===== src/rtl/eth_irq_pkg.sv =====
package eth_irq_pkg;
  localparam int DW      = 32;
  localparam int EVW     = 15;
  localparam int SW      = 3;
  localparam int AIS_POS = 15;
  localparam int NIS_POS = 16;
  localparam int RX_LO   = 17;
  localparam int TX_LO   = 20;

  localparam logic [EVW-1:0] EV_MASK  = 15'h67FF;
  localparam logic [EVW-1:0] NRM_GRP  = 15'h4045;
  localparam logic [EVW-1:0] ABN_GRP  = 15'h27BA;

  localparam logic ADDR_STATUS = 1'b0;
  localparam logic ADDR_ENABLE = 1'b1;

  typedef enum logic [SW-1:0] {
    TXS_STOP  = 3'b000,
    TXS_FETCH = 3'b001,
    TXS_WAIT  = 3'b010,
    TXS_READ  = 3'b011,
    TXS_SUSP  = 3'b110,
    TXS_CLOSE = 3'b111
  } tx_state_e;

  typedef enum logic [SW-1:0] {
    RXS_STOP  = 3'b000,
    RXS_FETCH = 3'b001,
    RXS_WAIT  = 3'b011,
    RXS_SUSP  = 3'b100,
    RXS_CLOSE = 3'b101,
    RXS_XFER  = 3'b111
  } rx_state_e;
endpackage


===== src/rtl/eth_irq_sticky.sv =====
module eth_irq_sticky #(
  parameter int             W    = 15,
  parameter logic [W-1:0]   MASK = '1
) (
  input  logic         clk,
  input  logic         rst_n,
  input  logic [W-1:0] set_i,
  input  logic         clr_we,
  input  logic [W-1:0] clr_i,
  output logic [W-1:0] q_o
);
  for (genvar i = 0; i < W; i++) begin : g_bit
    if (MASK[i]) begin : g_ff
      logic q_r, q_nxt, q_ld, clr_hit;
      always_comb begin
        clr_hit = clr_we & clr_i[i];
        q_ld    = set_i[i] | clr_hit;
        q_nxt   = set_i[i] | (q_r & ~clr_hit);
      end
      always_ff @(posedge clk or negedge rst_n) begin
        if (!rst_n)    q_r <= 1'b0;
        else if (q_ld) q_r <= q_nxt;
      end
      assign q_o[i] = q_r;
    end else begin : g_tie
      logic unused_b;
      assign unused_b = set_i[i] ^ clr_i[i];
      assign q_o[i]   = 1'b0;
    end
  end
endmodule


===== src/rtl/eth_irq_summary.sv =====
module eth_irq_summary #(
  parameter int           W   = 15,
  parameter logic [W-1:0] GRP = '1
) (
  input  logic [W-1:0] stk_i,
  input  logic [W-1:0] en_i,
  output logic         sum_o
);
  always_comb sum_o = |(stk_i & en_i & GRP);
endmodule


===== src/rtl/eth_irq_state_cap.sv =====
module eth_irq_state_cap #(
  parameter int SW = 3
) (
  input  logic          clk,
  input  logic          rst_n,
  input  logic [SW-1:0] tx_i,
  input  logic [SW-1:0] rx_i,
  output logic [SW-1:0] tx_q,
  output logic [SW-1:0] rx_q
);
  logic tx_ld, rx_ld;
  always_comb begin
    tx_ld = (tx_i != tx_q);
    rx_ld = (rx_i != rx_q);
  end
  always_ff @(posedge clk or negedge rst_n) begin
    if (!rst_n)     tx_q <= '0;
    else if (tx_ld) tx_q <= tx_i;
  end
  always_ff @(posedge clk or negedge rst_n) begin
    if (!rst_n)     rx_q <= '0;
    else if (rx_ld) rx_q <= rx_i;
  end
endmodule


===== src/rtl/eth_dma_irq_ctrl.sv =====
module eth_dma_irq_ctrl
  import eth_irq_pkg::*;
#(
  parameter int DATA_W = DW,
  parameter int EVT_W  = EVW,
  parameter int ST_W   = SW
) (
  input  logic              clk,
  input  logic              rst_n,
  input  logic              reg_wr,
  input  logic              reg_addr,
  input  logic [DATA_W-1:0] reg_wdata,
  output logic [DATA_W-1:0] reg_rdata,
  input  logic [EVT_W-1:0]  evt_i,
  input  logic [ST_W-1:0]   tx_state_i,
  input  logic [ST_W-1:0]   rx_state_i,
  output logic              irq_o
);
  localparam logic [DATA_W-1:0] EN_MASK =
    DATA_W'(EV_MASK) | (DATA_W'(1) << AIS_POS) | (DATA_W'(1) << NIS_POS);

  // reset release synchroniser
  logic [1:0] rst_ff;
  logic       rst_ns;
  always_ff @(posedge clk or negedge rst_n) begin
    if (!rst_n) rst_ff <= 2'b00;
    else        rst_ff <= {rst_ff[0], 1'b1};
  end
  assign rst_ns = rst_ff[1];

  // write decode
  logic stat_we, en_we;
  always_comb begin
    stat_we = reg_wr & (reg_addr == ADDR_STATUS);
    en_we   = reg_wr & (reg_addr == ADDR_ENABLE);
  end

  // enable word
  logic [DATA_W-1:0] en_q, en_nxt;
  always_comb en_nxt = reg_wdata & EN_MASK;
  always_ff @(posedge clk or negedge rst_ns) begin
    if (!rst_ns)    en_q <= '0;
    else if (en_we) en_q <= en_nxt;
  end

  // sticky event bits
  logic [EVT_W-1:0] stk;
  eth_irq_sticky #(.W(EVT_W), .MASK(EV_MASK)) u_sticky (
    .clk    (clk),
    .rst_n  (rst_ns),
    .set_i  (evt_i),
    .clr_we (stat_we),
    .clr_i  (reg_wdata[EVT_W-1:0]),
    .q_o    (stk)
  );

  // group summaries
  logic nis, ais;
  eth_irq_summary #(.W(EVT_W), .GRP(NRM_GRP)) u_sum_nrm (
    .stk_i (stk),
    .en_i  (en_q[EVT_W-1:0]),
    .sum_o (nis)
  );
  eth_irq_summary #(.W(EVT_W), .GRP(ABN_GRP)) u_sum_abn (
    .stk_i (stk),
    .en_i  (en_q[EVT_W-1:0]),
    .sum_o (ais)
  );

  // process states
  logic [ST_W-1:0] tx_q, rx_q;
  eth_irq_state_cap #(.SW(ST_W)) u_state (
    .clk   (clk),
    .rst_n (rst_ns),
    .tx_i  (tx_state_i),
    .rx_i  (rx_state_i),
    .tx_q  (tx_q),
    .rx_q  (rx_q)
  );

  // status assembly and read mux
  logic [DATA_W-1:0] status;
  always_comb begin
    status                  = '0;
    status[EVT_W-1:0]       = stk;
    status[AIS_POS]         = ais;
    status[NIS_POS]         = nis;
    status[RX_LO +: ST_W]   = rx_q;
    status[TX_LO +: ST_W]   = tx_q;
    reg_rdata = (reg_addr == ADDR_ENABLE) ? en_q : status;
    irq_o     = (nis & en_q[NIS_POS]) | (ais & en_q[AIS_POS]);
  end
endmodule


===== config.mk =====
export PLATFORM = sky130hd
export DESIGN_NAME = eth_dma_irq_ctrl
export DESIGN_NICKNAME = d
export VERILOG_FILES = /design/src/rtl/eth_irq_pkg.sv /design/src/rtl/eth_irq_sticky.sv /design/src/rtl/eth_irq_summary.sv /design/src/rtl/eth_irq_state_cap.sv /design/src/rtl/eth_dma_irq_ctrl.sv
export SDC_FILE = /design/constraint.sdc
export NUM_CORES = 1
export LEC_CHECK = 0
export BUFFER_PORTS_ARGS = -buffer_cell sky130_fd_sc_hd__buf_2
export CORE_ASPECT_RATIO = 0.6
export CORE_MARGIN = 1
export CORE_UTILIZATION = 44
export DETAILED_ROUTE_END_ITERATION = 12
export PLACE_DENSITY = 0.8
export SYNTH_ARGS = -nofsm -noshare
export SYNTH_HDL_FRONTEND = slang
export SYNTH_SLANG_ARGS = --single-unit

===== constraint.sdc =====
create_clock -name clk -period 2 [get_ports clk]
set_clock_uncertainty 0.1 [all_clocks]
set_input_delay 0.2 -clock clk [delete_from_list [all_inputs] [get_ports clk]]
set_output_delay 0.2 -clock clk [all_outputs]
set_load 0.01 [all_outputs]

==> metrics.yaml, run 1 <==
run_status:
  status: "complete, but fails checks"
  violations: "negative setup slack"
setup_path:
  required_ns: 1.70
  cp.arrival_ns: 1.72
  crit_path_cell_trace: "a22o_1 -> or3_1 -> a221o_1 -> buf_2"
  slowest_delay_ns: 0.38
  rr_worst_depth: 3
  worstPathMaxFanout: 2
  critPathCaptureType: "output pin"
  cp_slowest_cell: "dfrtp_1"
  cp-start-kind: "register"
  worstSetupPathType: "reg -> out"
timing:
  finalSetupTns_ns: -0.0202
  period_needed_ns: 2.02
  fin_crit_sh: 1.01
  setup_viol: 1
  timing.final.ws_setup_ns: -0.0202
  slew_viol_final: 0
  finalHoldViolations: 0
  grt_setup_unrepaired: "true"
  hold_ws_ns: 0.0109
  fmaxAchievable_mhz: 495
placement:
  place_ws_ns: 0.246
  place.gp.congestion: 0.709
  dp_hpwl_um: 2420
  placed_cells: 235
  portBuffers: 59
route:
  initialDrtViolationCount: 39
  drc: 0
  vias_per_cell: 4.60
  ant_nets: 0
  finalWirelength_um: 3420
  drtPass1Iterations: 4
  post_drt_wl_per_cell_um: 12.9
  vias: 1223
final_layout:
  multi_input_area_sq_um: 659
  area_growth_pct: 39.7
  antenna_cells: 0
  layoutNonFillerInstCount: 266
  regArea_sq_um: 901
  final_nets: 277
  drive_above_1_share: 0.489
  fillers: 271
clock_network:
  clock_latency_ns: 0.28
  clock_path_buffers: 2
  cts_num_sinks: 36
  clk_pin_slew_ns: 0.07
  postCtsResizedCells: 0
  htreeDepth: 2
  cts_root_buf: "clkbuf_8"
  cts_tree: "done"
  cts_made_buffers: 5
synth:
  synth_ff_type: "dfrtp_1"
  async_flop_share: 1.00
  synth-seq-area-share: 0.546
  synth_cells: 136
  postSynthAreaPerCell_sq_um: 12.1
  syn_area_sq_um: 1650
  synth_top_area_share: 0.546
  synth_commonest_cells: "36 x dfrtp_1, 29 x mux2_2, 15 x nand2_1, 12 x a21o_1, 11 x buf_4"
  synth_edf_count: 0
  synth_seq_cells: 36
  yosysWarnings: 0
  yosysTopAreaCell: "dfrtp_1"
  synthTopCellsByArea: "dfrtp_1 55%, mux2_2 20%, a21o_1 5.5%"
  synth.most_common_cell: "dfrtp_1"
  synth_cell_types: 20
run:
  drv_cap: 0
power_and_ir_drop:
  ir_drop_mv: 0.549
  p_total_uw: 1870
  power_density_nw_per_um2: 813
  p_leak_uw: 0.00107
global_route:
  gr-usage-all-layers: 0.189
  grt_pass1_vias: 1166
  overflow: 0
  grt_max_degree: 23
  grt_first_pass_wirelength_um: 5420
  antenna_found_initial: 0
floorplan:
  die_w_um: 81.1
  start_util: 0.482
  die_y_um: 49.4
  ioPinCount: 90
  die_area_sq_um: 4010
  design.core.area_sq_um: 3420
  row_count: 16
worst_hold_path:
  holdCritPathClass: "in -> reg"
  hold_depth: 2
[stage by stage]
| stage | utilization | instance area, sq um |
|---|---|---|
| 2_1_floorplan | - | 1690 |
| 3_3_place_gp | 0.573 | 1960 |
| 3_5_place_dp | 0.573 | 1960 |
| 4_1_cts | 0.669 | 2290 |
| 5_1_grt | 0.673 | 2300 |
| 6_report | 0.673 | 2300 |
[flip-flops by register name (all words and copies together), names as in the netlist]
name,count
en_q,15
u_sticky.g_bit.g_ff.q_r,13
u_state.rx_q,3
u_state.tx_q,3
rst_ff,2
[worst paths after layout]
kind                                                         startpoint                                 endpoint  slack [ns]
max in group asynchronous                           rst_ff[1]$_DFF_PN0_                      en_q[5]$_DFFE_PN0P_        1.48
worst min-delay path                                          evt_i[13]  u_sticky.g_bit[13].g_ff.q_r$_DFFE_PN0P_        0.01
min in group asynchronous                           rst_ff[1]$_DFF_PN0_                     en_q[13]$_DFFE_PN0P_        0.10
worst min register to register                      rst_ff[1]$_DFF_PN0_                     en_q[13]$_DFFE_PN0P_        0.10
worst max register to register  u_sticky.g_bit[13].g_ff.q_r$_DFFE_PN0P_  u_sticky.g_bit[13].g_ff.q_r$_DFFE_PN0P_        1.01
worst max-delay path                               en_q[13]$_DFFE_PN0P_                                    irq_o       -0.02
[where the power goes]
group / total [uW] / internal [uW] / switching [uW]
Sequential: 839 / 795 / 43.6
Clock: 685 / 440 / 246
Combinational: 351 / 200 / 151
[critical path, delay by kind of cell (launching register included)]
family	cells	cell delay (ns)
AOI/OAI and AO/OA	2	0.54
buffers and inverters	1	0.14
DFF	1	0.38
and+or+nand+nor	1	0.38
[cells by family after synthesis]
group / Yosys count / synth area share
AOI/OAI and AO/OA: 21 / 0.101
buffers and inverters: 22 / 0.0773
DFF: 36 / 0.546
muxes: 29 / 0.198
other: 2 / 0.00455
and+or+nand+nor: 26 / 0.0735
[layout make-up]
class / instances / area share
Multi-Input combinational cell: 88 / 0.286
Clock buffer: 7 / 0.0418
Timing Repair Buffer: 88 / 0.242
Inverter: 1 / 0.00163
Sequential cell: 36 / 0.391
Tap cell: 45 / 0.0244
Clock inverter: 1 / 0.0130
[per-layer routing]
layer / GRT usage / vias to the layer above / share of wire
li1: - / 608 / -
met1: 0.255 / 564 / 0.48
met2: 0.287 / 47 / 0.44
met3: 0.0598 / 4 / 0.067
met4: 0.0625 / 0 / 0.012
met5: 0 / - / 0
[layout by cell type (no fill, tap or decap)]
master         Yosys  routed
conb_1             2      12
nand2_1           15      15
a22o_1             3       3
a22oi_1            2       2
mux2_2            29      29
clkbuf_8           0       7
a21o_2             1       1
nor3_1             1       1
a31oi_1            1       1
buf_4             11      11
nor2_1             1       1
inv_1              1       1
a222oi_1           1       1
buf_2              3      59
or3_1              1       1
a221o_1            1       1
dfrtp_1           36      36
nor2b_1            8       8
a21o_1            12      12
bufinv_16          0       1
dlygate4sd3_1      0      18
[what timing repair did]
action	in CTS	in global routing
setup endpoints to repair	1	1
pin swaps	2	2
buffers inserted	3	2
gates cloned	0	0
hold buffers	18	0
endpoints found under the hold margin	19	0
Power figures use the tool's default switching activity.
==> inputs of run 2 (changes only) <==
--- a/config.mk
+++ b/config.mk
@@ -6,7 +6,6 @@
 export NUM_CORES = 1
 export LEC_CHECK = 0
 export BUFFER_PORTS_ARGS = -buffer_cell sky130_fd_sc_hd__buf_2
-export CORE_ASPECT_RATIO = 0.6
 export CORE_MARGIN = 1
 export CORE_UTILIZATION = 44
 export DETAILED_ROUTE_END_ITERATION = 12
==> run 2 against run 1 <==
The flow still finishes with violations (negative setup slack). Global-route usage is 0.37 points higher. Final area is 2.6% lower. Critical endpoint unchanged. Critical path depth stayed put. Maximum frequency is 0.51% lower. Register-to-register slack better by 0.02 ns. Largest cell class unchanged. Highest routed layer unchanged. Worst setup slack worse by 0.010 ns. Sequential power hardly changed. Via count is 3.8% higher.
==> metrics.yaml, run 2 (synthesized netlist as in run 1, its figures left out) <==
clock_network:
  cts_num_sinks: 36  # unchanged
  cts_root_buf: "clkbuf_8"  # unchanged
  cts_made_buffers: 5  # unchanged
  cts_tree: "done"  # unchanged
  clock_latency_ns: 0.28  # about the same
  htreeDepth: 2  # unchanged
  clock_path_buffers: 2  # unchanged
  clk_pin_slew_ns: 0.07  # about the same
  postCtsResizedCells: 0  # unchanged
placement:
  dp_hpwl_um: 2300  # was 2420 um
  placed_cells: 235  # unchanged
  post_dp_cell_area_sq_um: 1950  # was 1960 sq um
  place.gp.congestion: 0.744  # was 0.709
  portBuffers: 59  # unchanged
run:
  drv_cap: 0  # unchanged
setup_path:
  critPathCaptureType: "output pin"  # unchanged
  worstSetupPathType: "reg -> out"  # unchanged
  worstPathMaxFanout: 3  # was 2
  cp.arrival_ns: 1.73  # was 1.72 ns
  rr_worst_depth: 2  # was 3
  required_ns: 1.70  # about the same
  cp-start-kind: "register"  # unchanged
final_layout:
  layoutNonFillerInstCount: 264  # was 266
  final_common_cell: "buf_2"  # unchanged
  layout_common_cells: "59 x buf_2, 36 x dfrtp_1, 29 x mux2_2"  # unchanged
  utilization: 0.648  # was 0.673
  largest-register: "en_q"  # unchanged
  reg_top3: "en_q (15), u_sticky.g_bit.g_ff.q_r (13)"  # unchanged
  area_growth_pct: 36.1  # was 39.7%
  antenna_cells: 0  # unchanged
  largest_reg_flops: 15  # unchanged
  drive_above_1_share: 0.482  # was 0.489
  stdcell_area_sq_um: 2250  # was 2300 sq um
  final_nets: 275  # was 277
global_route:
  gr-usage-all-layers: 0.193  # was 0.189
  grt_max_degree: 35  # was 23
  overflow: 0  # unchanged
  antenna_found_initial: 0  # unchanged
  grt_first_pass_wirelength_um: 5870  # was 5420 um
  grt_pass1_vias: 1370  # was 1166
power_and_ir_drop:
  p_total_uw: 1670  # was 1870 uW
  ir_drop_mv: 0.476  # was 0.549 mV
  p_leak_uw: 0.00103  # was 0.00107 uW
  power_density_nw_per_um2: 745  # was 813 nW/um^2
floorplan:
  start_util: 0.476  # was 0.482
  die_y_um: 63.2  # was 49.4 um
  die_w_um: 63.2  # was 81.1 um
  ioPinCount: 90  # unchanged
  design.core.area_sq_um: 3470  # was 3420 sq um
  die_area_sq_um: 4000  # was 4010 sq um
  row_count: 21  # was 16
run_status:
  violations: "negative setup slack"  # unchanged
  status: "complete, but fails checks"  # unchanged
timing:
  timing.final.ws_setup_ns: -0.0305  # was -0.0202 ns
  setup_viol: 1  # unchanged
  finalHoldViolations: 0  # unchanged
  hold_ws_ns: 0.00584  # was 0.0109 ns
  period_needed_ns: 2.03  # was 2.02 ns
  slew_viol_final: 0  # unchanged
  fmaxAchievable_mhz: 492  # was 495 MHz
  grt_setup_unrepaired: "true"  # unchanged
  fin_crit_sh: 1.02  # was 1.01
route:
  drtPass1Iterations: 4  # unchanged
  drc: 0  # unchanged
  finalWirelength_um: 3490  # was 3420 um
  initialDrtViolationCount: 37  # was 39
  vias: 1269  # was 1223
  vias_per_cell: 4.81  # was 4.60
  post_drt_wl_per_cell_um: 13.2  # was 12.9 um
  ant_nets: 0  # unchanged
worst_hold_path:
  holdCritPathClass: "in -> reg"  # unchanged
  hold_depth: 2  # unchanged
run 2: changes by cell type in the layout (fill, tap and decap cells not counted), sizes merged:
cell	before	now
clkinvlp	0	1
clkinv	0	1
clkbuf	7	5
bufinv	1	0
buf	70	68
run 2: layout make-up:
cell class              count  area [sq um]
clock buffers               5          68.8
clock inverters             2          12.5
fillers                   280          1220
inverters                   1          3.75
multi-input cells          88           659
flip-flops and latches     36           901
well taps                  46          57.6
repair buffers             86           543
run 2: worst max-delay path: stages (launching register included):
cell     delay [ns]
dfrtp_1        0.40
a22o_1         0.26
or3_1          0.35
a221o_1        0.30
buf_2          0.14
run 2: timing repair:
item	in CTS	in global routing
endpoints found under the setup margin	1	1
endpoints found under the hold margin	18	1
pin swaps	1	1
setup buffers	3	1
hold buffers	17	1
run 2: stage by stage:
stage / setup slack (ns) / TNS (ns)
after floorplan: 0.416 / 0
after global placement: 0.278 / 0
after detailed placement: 0.265 / 0
after CTS: -0.0241 / -0.0241
after global routing: -0.0949 / -0.0949
final: -0.0305 / -0.0305
run 2: layer usage:
layer | up-vias | GRT usage | share of wire
met1 | 614 | 0.225 | 0.43
li1 | 604 | - | -
met3 | 4 | 0.0562 | 0.055
met2 | 47 | 0.339 | 0.50
met5 | - | 0 | 0
met4 | 0 | 0.0597 | 0.0077
run 2: final timing paths:
check,from,to,slack [ns]
min in group asynchronous,rst_n,rst_ff[0]$_DFF_PN0_,0.13
worst min-delay path,evt_i[3],u_sticky.g_bit[3].g_ff.q_r$_DFFE_PN0P_,0.006
max in group asynchronous,rst_ff[1]$_DFF_PN0_,u_state.rx_q[0]$_DFFE_PN0P_,1.33
worst max register to register,en_q[9]$_DFFE_PN0P_,en_q[9]$_DFFE_PN0P_,1.03
worst max-delay path,en_q[10]$_DFFE_PN0P_,irq_o,-0.03
worst min register to register,rst_ff[1]$_DFF_PN0_,u_sticky.g_bit[8].g_ff.q_r$_DFFE_PN0P_,0.17
run 2: report_power, final:
part	internal [uW]	total (uW)	switching, uW
sequential	795	839	44.0
combinational	198	348	150
clock	236	488	252
total	1230	1670	446
